**src/rtl/tern_pkg.sv**
```systemverilog
package tern_pkg;
    localparam int CODE_W = 8;
    localparam int SEL_W  = $clog2(CODE_W);

    typedef logic [CODE_W-1:0] func_code_t;

    typedef enum logic {
        OUT_EMPTY = 1'b0,
        OUT_FULL  = 1'b1
    } out_state_e;
endpackage

```
**src/rtl/tern_bit_sel.sv**
```systemverilog
module tern_bit_sel
    import tern_pkg::*;
(
    input  func_code_t code,
    input  logic       bit_a,
    input  logic       bit_b,
    input  logic       bit_c,
    output logic       bit_y
);
    logic [SEL_W-1:0] sel;

    always_comb begin
        sel   = {bit_a, bit_b, bit_c};
        bit_y = code[sel];
    end
endmodule

```
**src/rtl/tern_lane_array.sv**
```systemverilog
module tern_lane_array
    import tern_pkg::*;
#(
    parameter int WIDTH = 32
) (
    input  func_code_t       code,
    input  logic [WIDTH-1:0] vec_a,
    input  logic [WIDTH-1:0] vec_b,
    input  logic [WIDTH-1:0] vec_c,
    output logic [WIDTH-1:0] vec_y
);
    for (genvar i = 0; i < WIDTH; i++) begin : g_lane
        tern_bit_sel u_sel (
            .code  (code),
            .bit_a (vec_a[i]),
            .bit_b (vec_b[i]),
            .bit_c (vec_c[i]),
            .bit_y (vec_y[i])
        );
    end
endmodule

```
**src/rtl/tern_out_stage.sv**
```systemverilog
module tern_out_stage
    import tern_pkg::*;
#(
    parameter int WIDTH = 32
) (
    input  logic             clk,
    input  logic             rst,
    input  logic             load,
    input  logic [WIDTH-1:0] lane_bits,
    output logic             valid_q,
    output logic [WIDTH-1:0] result_q
);
    out_state_e state_q, state_d;

    // Next-state selection
    always_comb begin
        state_d = state_q;
        unique case (state_q)
            OUT_EMPTY: state_d = load ? OUT_FULL : OUT_EMPTY;
            OUT_FULL:  state_d = load ? OUT_FULL : OUT_EMPTY;
            default:   state_d = OUT_EMPTY;
        endcase
    end

    // State register
    always_ff @(posedge clk) begin
        if (rst) state_q <= OUT_EMPTY;
        else     state_q <= state_d;
    end

    // Result register
    always_ff @(posedge clk) begin
        if (rst)       result_q <= '0;
        else if (load) result_q <= lane_bits;
    end

    assign valid_q = (state_q == OUT_FULL);

    // reset empties the stage
    p_reset_clear_r1: assert property (@(posedge clk)
        rst |=> (!valid_q && result_q == '0));

    // valid follows the strobe by one edge
    p_valid_follow_r3: assert property (@(posedge clk) disable iff (rst)
        load |=> valid_q);
    p_valid_drop_r3: assert property (@(posedge clk) disable iff (rst)
        !load |=> !valid_q);

    // captured value is the lane output of the previous cycle
    p_capture_r2: assert property (@(posedge clk) disable iff (rst)
        load |=> result_q == $past(lane_bits));

    // no strobe, no change
    p_hold_r4: assert property (@(posedge clk) disable iff (rst)
        !load |=> $stable(result_q));
endmodule

```
**src/rtl/bitwise_tern_unit.sv**
```systemverilog
module bitwise_tern_unit
    import tern_pkg::*;
#(
    parameter int WIDTH = 32
) (
    input  logic             clk,
    input  logic             rst,
    input  logic             in_valid,
    input  logic [WIDTH-1:0] op_a,
    input  logic [WIDTH-1:0] op_b,
    input  logic [WIDTH-1:0] op_c,
    input  logic [7:0]       func_code,
    output logic             out_valid,
    output logic [WIDTH-1:0] out_result
);
    logic [WIDTH-1:0] lane_bits;

    tern_lane_array #(.WIDTH(WIDTH)) u_lanes (
        .code  (func_code),
        .vec_a (op_a),
        .vec_b (op_b),
        .vec_c (op_c),
        .vec_y (lane_bits)
    );

    tern_out_stage #(.WIDTH(WIDTH)) u_stage (
        .clk       (clk),
        .rst       (rst),
        .load      (in_valid),
        .lane_bits (lane_bits),
        .valid_q   (out_valid),
        .result_q  (out_result)
    );

    // the 0xB0 code behaves as a & (~b | c)
    p_code_b0_r5: assert property (@(posedge clk) disable iff (rst)
        (in_valid && func_code == 8'hB0) |=>
            out_result == ($past(op_a) & (~$past(op_b) | $past(op_c))));

    // identity codes pass one operand through
    p_ident_a_r6: assert property (@(posedge clk) disable iff (rst)
        (in_valid && func_code == 8'hF0) |=> out_result == $past(op_a));
    p_ident_b_r6: assert property (@(posedge clk) disable iff (rst)
        (in_valid && func_code == 8'hCC) |=> out_result == $past(op_b));
    p_ident_c_r6: assert property (@(posedge clk) disable iff (rst)
        (in_valid && func_code == 8'hAA) |=> out_result == $past(op_c));

    // constant codes
    p_const_zero_r7: assert property (@(posedge clk) disable iff (rst)
        (in_valid && func_code == 8'h00) |=> out_result == '0);
    p_const_one_r7: assert property (@(posedge clk) disable iff (rst)
        (in_valid && func_code == 8'hFF) |=> out_result == '1);
endmodule

```
**config.mk**
```make
export PLATFORM = sky130hd
export DESIGN_NAME = bitwise_tern_unit
export DESIGN_NICKNAME = d
export VERILOG_FILES = /design/src/rtl/tern_pkg.sv /design/src/rtl/tern_bit_sel.sv /design/src/rtl/tern_lane_array.sv /design/src/rtl/tern_out_stage.sv /design/src/rtl/bitwise_tern_unit.sv
export SDC_FILE = /design/constraint.sdc
export NUM_CORES = 1
export LEC_CHECK = 0
export BUFFER_PORTS_ARGS = -buffer_cell sky130_fd_sc_hd__buf_2
export CAP_MARGIN = 30
export CORE_ASPECT_RATIO = 1.4
export CORE_MARGIN = 2
export CORE_UTILIZATION = 53
export DETAILED_ROUTE_END_ITERATION = 12
export HOLD_SLACK_MARGIN = 0.15
export PLACE_DENSITY = 0.86
export SYNTH_ARGS = -nofsm -noshare
export SYNTH_HDL_FRONTEND = slang
export SYNTH_SLANG_ARGS = --single-unit
export TNS_END_PERCENT = 100
```
**constraint.sdc**
```tcl
create_clock -name clk -period 1.9 [get_ports clk]
set_input_delay 0.095 -clock clk [delete_from_list [all_inputs] [get_ports clk]]
set_output_delay 0.095 -clock clk [all_outputs]
set_load 0.02 [all_outputs]
```
* After elaboration in Yosys (flattened, before gate mapping)
Index checks and enable logic that the tools add are counted.
Storage, ports and cells: register bits 33
Operators by class: magnitude comparators 32, muxes and demuxes 65
Operators by type and width (count):
- 3-bit by 4-bit < comparator with 1-bit output, second input constant | 32
- 1-bit binary-select mux with 3-bit select | 32
- 1-bit 2-to-1 mux | 33

* Longest topological paths before layout
Gate-level depths: netlist (run 1).
word-level depth 2, depth in mapped cells 4, depth with buffers taken out 3

* Cells and area by module
A second synthesis (run 1) with hierarchy kept.
Second synthesis, totals: cell total of the unflattened synthesis 202, area, all modules 3244.4 µm²
Modules (own cells, without submodules):
- tern_bit_sel | instances 32, cells each 3, area an instance 63.8 µm², sequential area each 0.0 µm²
- tern_out_stage | instances 1, cells each 106, area an instance 1202.4 µm², sequential area each 660.6 µm²

* Worst setup path before layout (run 1)
OpenSTA, ideal clock, no wires.
kind input-to-reg, start input op_c[0], end register u_stage.result_q[0], arrival 1005 ps, slack 816 ps, stages 4, buffers on the path 1, path through buf_2 -> mux2i_1 -> mux4_2 -> a211oi_2
Between the ends: longest elaborated chain between the ends 2
Ends and longest elaborated chain:
- from (decl) | line bitwise_tern_unit.sv:11 | input logic [WIDTH-1:0] op_c,
- 1-bit binary-select mux with 3-bit select | line tern_bit_sel.sv:14 | bit_y = code[sel];
- 1-bit 2-to-1 mux (not written as such) | line tern_bit_sel.sv:14
- to (signal assigned) | line tern_out_stage.sv:34 | else if (load) result_q <= lane_bits;
- to (decl) | line tern_out_stage.sv:11 | output logic [WIDTH-1:0] result_q
No other way between the ends. The select of a mux whose other input is x is not followed. A chain may end at the register's enable or synchronous reset.

* Final worst setup path (run 1)
start input func_code[1], end register u_stage.result_q[4]
Between the ends: longest elaborated chain between the ends 2
Ends and longest elaborated chain:
- from (decl) | line bitwise_tern_unit.sv:12 | input logic [7:0] func_code,
- 1-bit binary-select mux with 3-bit select | line tern_bit_sel.sv:14
- 1-bit 2-to-1 mux (not written as such) | line tern_bit_sel.sv:14
No other way between the ends. The select of a mux whose other input is x is not followed.

==> impl_metrics.csv, run 1 <==
group,metric,value,unit
synthesis,seq_area_frac_synth,18.1,%
clocking,ctsLongestPathBuffers,2,
setup_path,r2r_start,"u_stage.result_q[10]",
routing,drc,0,
routing,initialDrtViolationCount,165,
grt,gr-total-overflow,0,
synthesis,syn-instance-count,325,
setup_path,endpoint_kind,"register",
cells_and_area,final_cell_count_no_fill,508,
setup_path,worst_r2r_endpoint,"u_stage.result_q[10]",
setup_path,path_class,"input port to register",
power_and_ir_drop,power.internal,1.64,mW
setup_path,cp.arrival,1.59,ns
power_and_ir_drop,sw_frac_of_total,32.1,%
clocking,post_cts_buffers,0,
min_path,whs_endpoint,"u_stage.result_q[19]",
synthesis,yosysTopAreaCell,"mux2i_1",
cells_and_area,final_area,4290,um2
sta,hold_violations,0,
cells_and_area,n_antenna_cell,0,
placement,hpwl,6750,um
clocking,htree_levels,2,
sta,post-route-period-util,72.6,%
synthesis,synthTopCellsByArea,"mux2i_1, mux4_2, dfxtp_1, a211oi_2, buf_4",
power_and_ir_drop,power_frac_comb,38.6,%
grt,antenna_found_initial,0,
synthesis,synth_cell_types,12,
synthesis,syn_nets,432,
synthesis,syn_area,3650,um2
clocking,cts_tree,"built",
cells_and_area,drive_gt1_share,53.1,%
setup_path,crit_chain,"buf_2 > mux2i_1 > mux4_2 > a211oi_2",
sta,fin_setup_tns,0,ns
clocking,holdBufCountCts,0,
routing,viasPerCell,6.09,
setup_path,critPathMaxStageDelay,0.54,ns
min_path,min_path_cells,3,
routing,final_antenna_net_count,0,
cells_and_area,area_growth,17.4,%
cells_and_area,layout.nets,522,
floorplan,die_w,74.1,um
setup_path,r2r_cells,2,
run_status,status,"complete, no violations",
sta,slew_violations,0,
sta,max-slew-margin-rel,53.2,%
synthesis,synth_commonest_cells,"mux2i_1, dfxtp_1",
synthesis,synth_edf_count,0,
sta,setup_ws,0.520,ns
sta,clock_skew,0,ns
routing,drtPass1Iterations,5,
clocking,numCtsBuffers,5,
routing,dr_total_vias,3093,
routing,routedWlPerCell,19.4,um
placement,place_area,4170,um2
clocking,clk-insertion-delay-late,0.28,ns
power_and_ir_drop,netSwitchingPower,0.774,mW
synthesis,synth_seq_cells,33,
clocking,postCtsResizedCells,0,
floorplan,start_util,55.2,%
job,cap_viol_max_count,0,
floorplan,die_area,7580,um2
setup_path,cp.required,2.11,ns
sta,setup_viol,0,
synthesis,synthArstFlopShare,0,%
synthesis,synth.yosys.warnings,0,
sta,rsz0062_at_grt,"false",
setup_path,cp-start-kind,"input port",
floorplan,row_count,35,
synthesis,avgSynthCellArea,11.2,um2
power_and_ir_drop,p_leak,2.08,nW
power_and_ir_drop,p_clk_share,29.0,%
grt,grt_pass1_vias,3202,
sta,tightest_slew,0.703,ns
power_and_ir_drop,powerDensity,562,nW/um2
power_and_ir_drop,pwr-share-seq,32.4,%
clocking,path_clk_slew,0.08,ns
clocking,cts.sinks,33,
clocking,root_buffer,"clkbuf_8",
cells_and_area,fillerInstances,524,
floorplan,die_h,102,um
synthesis,synth_flop_cell,"dfxtp_1",
power_and_ir_drop,p_total,2.41,mW
power_and_ir_drop,peakVddDrop,0.482,mV
sta,period_needed,1.38,ns
placement,gp_congestion,0.811,
placement,port_buffers,139,
min_path,hold_path_startpoint,"op_a[19]",
setup_path,crit_fanout,32,
floorplan,ios,140,
synthesis,yosysMostFrequentCell,"mux2i_1",
placement,place_ws,0.280,ns
routing,routed_wl,9880,um
setup_path,critPathSlowestCell,"buf_2",
setup_path,r2r_slack,1.20,ns
min_path,hold_class,"input port to register",
grt,grt_first_pass_wirelength,15200,um
synthesis,synth.top_cell.area_share,35.1,%
grt,grt_max_degree,34,
floorplan,core,6610,um2
grt,grt_usage,25.9,%
sta,fmax,724,MHz
placement,dp.cells,500,
## registers in the layout (all words and copies together) (netlist names)
signal            count
u_stage.valid_q       1
u_stage.result_q     32
## power by group through the flow
stage          combinational, mW  clock (mW)  sequential [mW]
3_5_place_dp               0.927           0            0.796
4_1_cts                    0.930       0.720            0.781
6_report                   0.930       0.699            0.782
5_1_grt                    0.996       0.740            0.787
3_3_place_gp               0.895           0            0.796
2_1_floorplan              0.613           0            0.866
## how the worst max path moves through the flow
| stage | startpoint | to | slack (ns) | depth (start not counted) |
|---|---|---|---|---|
| 2_1_floorplan | op_c[0] | u_stage.result_q[0] | 0.82 | 4 |
| 3_3_place_gp | func_code[1] | u_stage.result_q[24] | 0.34 | 4 |
| 3_5_place_dp | func_code[1] | u_stage.result_q[4] | 0.28 | 4 |
| 4_1_cts | func_code[1] | u_stage.result_q[4] | 0.58 | 4 |
| 5_1_grt | func_code[1] | u_stage.result_q[4] | 0.49 | 4 |
| 6_report | func_code[1] | u_stage.result_q[4] | 0.52 | 4 |
## layout make-up
type                            count  area (um2)  share of cell area (%)
Multi-Input combinational cell    225        2530                    59.0
Timing Repair Buffer              150         866                    20.2
Sequential cell                    33         661                    15.4
Tap cell                           92         115                    2.69
Clock buffer                        7        86.3                    2.01
Clock inverter                      1        30.0                   0.701
## cells by family after synthesis
kind of cell	synth area share [%]
flops	18.1
compound gates	11.0
mux	54.9
simple gates	3.46
buf+inv	12.6
## per-stage QoR
step / hold WS [ns] / util (%)
5_1_grt: 0.176 / 64.8
6_report: 0.174 / 64.8
2_1_floorplan: 0.371 / -
4_1_cts: 0.167 / 64.8
3_5_place_dp: 0.471 / 63.1
3_3_place_gp: 0.467 / 63.1
## cell usage in the layout (no fill, tap or decap), drive strengths merged
cell / n
a211oi: 32
buf: 150
bufinv: 1
clkbuf: 7
dfxtp: 33
mux2i: 128
mux4: 32
nor2: 32
nor2b: 1
## per-layer routing
layer | vias to the layer above | track usage (%) | wire, um
li1 | 1384 | - | -
met2 | 140 | 46.3 | 5170
met1 | 1547 | 31.2 | 3980
met5 | - | 0 | 0
met4 | 0 | 10.3 | 225
met3 | 22 | 2.76 | 509
## critical path, delay by kind of cell
family	cells	cell delay, ns
buffers and inverters	1	0.54
AOI/OAI and AO/OA	1	0.21
muxes	2	0.73
No activity file was read; power rests on OpenSTA's default activity.
==> run 2, diff against run 1 <==
Settings changed: ABC_AREA set to 1, CORE_UTILIZATION 53 to 51, PLACE_DENSITY 0.86 to 0.82.
Clock period 1.9 ns to 1.3 ns, I/O delays scaled along.
==> run 2 against run 1 <==
  * Cell count rose by 90%
  * Count of clock-buffer cells in the layout did not move
  * Sequential cell count stayed put
  * Critical endpoint is now u_stage.result_q[12]
  * Critical path depth grew 2
  * Global-route usage is 5.9 points higher
  * Combinational power up 62%
  * Clock power increased by 57%
  * Die area grew 8.6%
  * Largest power group unchanged
  * Critical path type unchanged
  * Non-clock buffer count is 33 higher
  * Area after synthesis up 4.9%
  * Via count increased by 72%
  * Clock skew unchanged
==> impl_metrics.csv, run 2 <==
group,metric,value,unit
run_status,status,"complete, no violations",
sta,post-route-period-util,88.4,%
sta,hold_violations,0,
floorplan,die_area,8230,um2
sta,max-slew-margin-rel,76.5,%
floorplan,die_h,107,um
setup_path,endpoint_kind,"register",
setup_path,cp-start-kind,"input port",
min_path,hold_class,"input port to register",
grt,grt_max_degree,66,
clocking,holdBufCountCts,33,
cells_and_area,mostFrequentLayoutCells,"nand2_1, nand3_1, buf_2",
synthesis,syn_area,3830,um2
synthesis,avgSynthCellArea,5.39,um2
cells_and_area,n_antenna_cell,0,
placement,hpwl,8530,um
setup_path,critPathMaxStageDelay,0.53,ns
clocking,post_cts_buffers,0,
setup_path,critPathSlowestCell,"dlygate4sd3_1",
synthesis,syn_nets,817,
cells_and_area,regMostFlops,"u_stage.result_q",
floorplan,start_util,52.4,%
clocking,path_clk_slew,0.08,ns
synthesis,synth.top_cell.area_share,28.0,%
cells_and_area,drive_gt1_share,22.4,%
setup_path,crit_chain,"dlygate4sd3_1 > buf_2 > inv_2 > buf_12 > o21ai_0 > a21oi_1",
job,cap_viol_max_count,0,
grt,grt_pass1_vias,5111,
grt,gr-total-overflow,0,
setup_path,cp.arrival,1.39,ns
synthesis,synthTopCellsByArea,"nand2_1, nand3_1, dfxtp_1, inv_1, buf_6",
sta,fin_setup_tns,0,ns
cells_and_area,fin_util,67.9,%
cells_and_area,fillerInstances,681,
setup_path,cp.required,1.54,ns
sta,rsz0062_at_grt,"false",
synthesis,synth_seq_cells,33,
cells_and_area,layout_commonest_cell,"nand2_1",
floorplan,die_w,77.2,um
setup_path,crit_fanout,22,
power_and_ir_drop,p_leak,2.83,nW
synthesis,synth.yosys.warnings,0,
synthesis,yosysTopAreaCell,"nand2_1",
floorplan,ios,140,
cells_and_area,area_growth,29.7,%
sta,slew_violations,0,
synthesis,synth_edf_count,0,
routing,drc,0,
sta,period_needed,1.15,ns
power_and_ir_drop,powerDensity,754,nW/um2
routing,final_antenna_net_count,0,
routing,dr_total_vias,5317,
clocking,ctsLongestPathBuffers,2,
synthesis,syn-instance-count,710,
synthesis,synth_cell_types,17,
clocking,htree_levels,2,
sta,tightest_slew,0.352,ns
synthesis,seq_area_frac_synth,17.2,%
grt,antenna_found_initial,0,
setup_path,path_class,"input port to register",
routing,initialDrtViolationCount,452,
routing,viasPerCell,5.52,
cells_and_area,final_area,4970,um2
clocking,postCtsResizedCells,0,
cells_and_area,largest_reg_flops,32,
routing,routedWlPerCell,13.7,um
clocking,root_buffer,"clkbuf_8",
synthesis,synth_commonest_cells,"nand2_1, nand3_1, inv_1, dfxtp_1, a21oi_2",
grt,grt_usage,31.8,%
sta,fmax,870,MHz
power_and_ir_drop,p_total,3.75,mW
clocking,cts.sinks,33,
placement,gp_congestion,0.856,
floorplan,row_count,37,
synthesis,synth_flop_cell,"dfxtp_1",
setup_path,r2r_cells,2,
grt,grt_first_pass_wirelength,21500,um
placement,port_buffers,139,
synthesis,yosysMostFrequentCell,"nand2_1",
sta,clock_skew,0,ns
floorplan,core,7310,um2
clocking,numCtsBuffers,5,
clocking,cts_tree,"built",
sta,setup_viol,0,
min_path,min_path_cells,5,
clocking,clk-insertion-delay-late,0.30,ns
routing,drtPass1Iterations,5,
routing,routed_wl,13200,um
synthesis,synthArstFlopShare,0,%
placement,place_area,4520,um2
cells_and_area,layout.nets,973,
power_and_ir_drop,peakVddDrop,0.489,mV
## run 2: changes by cell type in the layout (fill, tap and decap cells not counted), moves of 24 or more
cell	before	now
a211oi_2	32	0
dlygate4sd3_1	0	33
mux4_2	32	0
mux2i_1	128	0
a21oi_2	0	24
nand2_1	0	286
nor2_1	32	1
nand3_1	0	184
inv_1	0	87
## run 2: power breakdown
part | switching, mW | leakage (nW) | internal, mW
logic | 0.902 | 2.50 | 0.604
registers | 0.0430 | 0.275 | 1.09
clock network | 0.477 | 0.0585 | 0.627
total | 1.42 | 2.83 | 2.33
## run 2: cells by family (layout without fill, tap and decap cells)
logic type	count (synthesis)	after routing	share of synthesized area [%]
AO/OA/AOI/OAI	64	64	10.7
AND/OR/NAND/NOR	481	481	54.1
flip-flops	33	33	17.2
buffers and inverters	132	289	18.0
## run 2: final timing paths
kind	start	end	slack, ns
min reg2reg	u_stage.result_q[29]	u_stage.result_q[29]	0.50
max reg2reg	u_stage.result_q[15]	u_stage.result_q[15]	0.58
max	rst	u_stage.result_q[12]	0.15
min	op_b[19]	u_stage.result_q[19]	0.16
## run 2: through the flow
stage / cells / setup WS [ns] / hold WS, ns
6_report: 964 / 0.151 / 0.156
4_1_cts: 964 / 0.182 / 0.150
3_3_place_gp: 923 / 0.337 / 0.254
2_1_floorplan: 710 / 0.591 / 0.137
5_1_grt: 964 / 0.0615 / 0.181
3_5_place_dp: 923 / 0.314 / 0.254
## run 2: layout make-up
class / count / area (um2) / share of cell area, %
timing repair buffer: 183 / 1220 / 24.6
clock inverter: 1 / 30.0 / 0.604
multi-input combinational: 545 / 2480 / 49.9
sequential: 33 / 661 / 13.3
inverter: 98 / 368 / 7.40
clock buffer: 7 / 86.3 / 1.74
tap: 97 / 121 / 2.44
## run 2: critical path, delay by kind of cell
| family | cells | cell delay, ns |
|---|---|---|
| AOI/OAI and AO/OA | 2 | 0.26 |
| buffers and inverters | 4 | 1.05 |
## run 2: layer usage
metal	share of wire, %	global-route usage, %	vias to the layer above
li1	-	-	2575
met1	37	34.0	2357
met2	50	57.1	326
met3	9.5	6.71	59
met4	3.5	18.1	0
met5	0	0	-
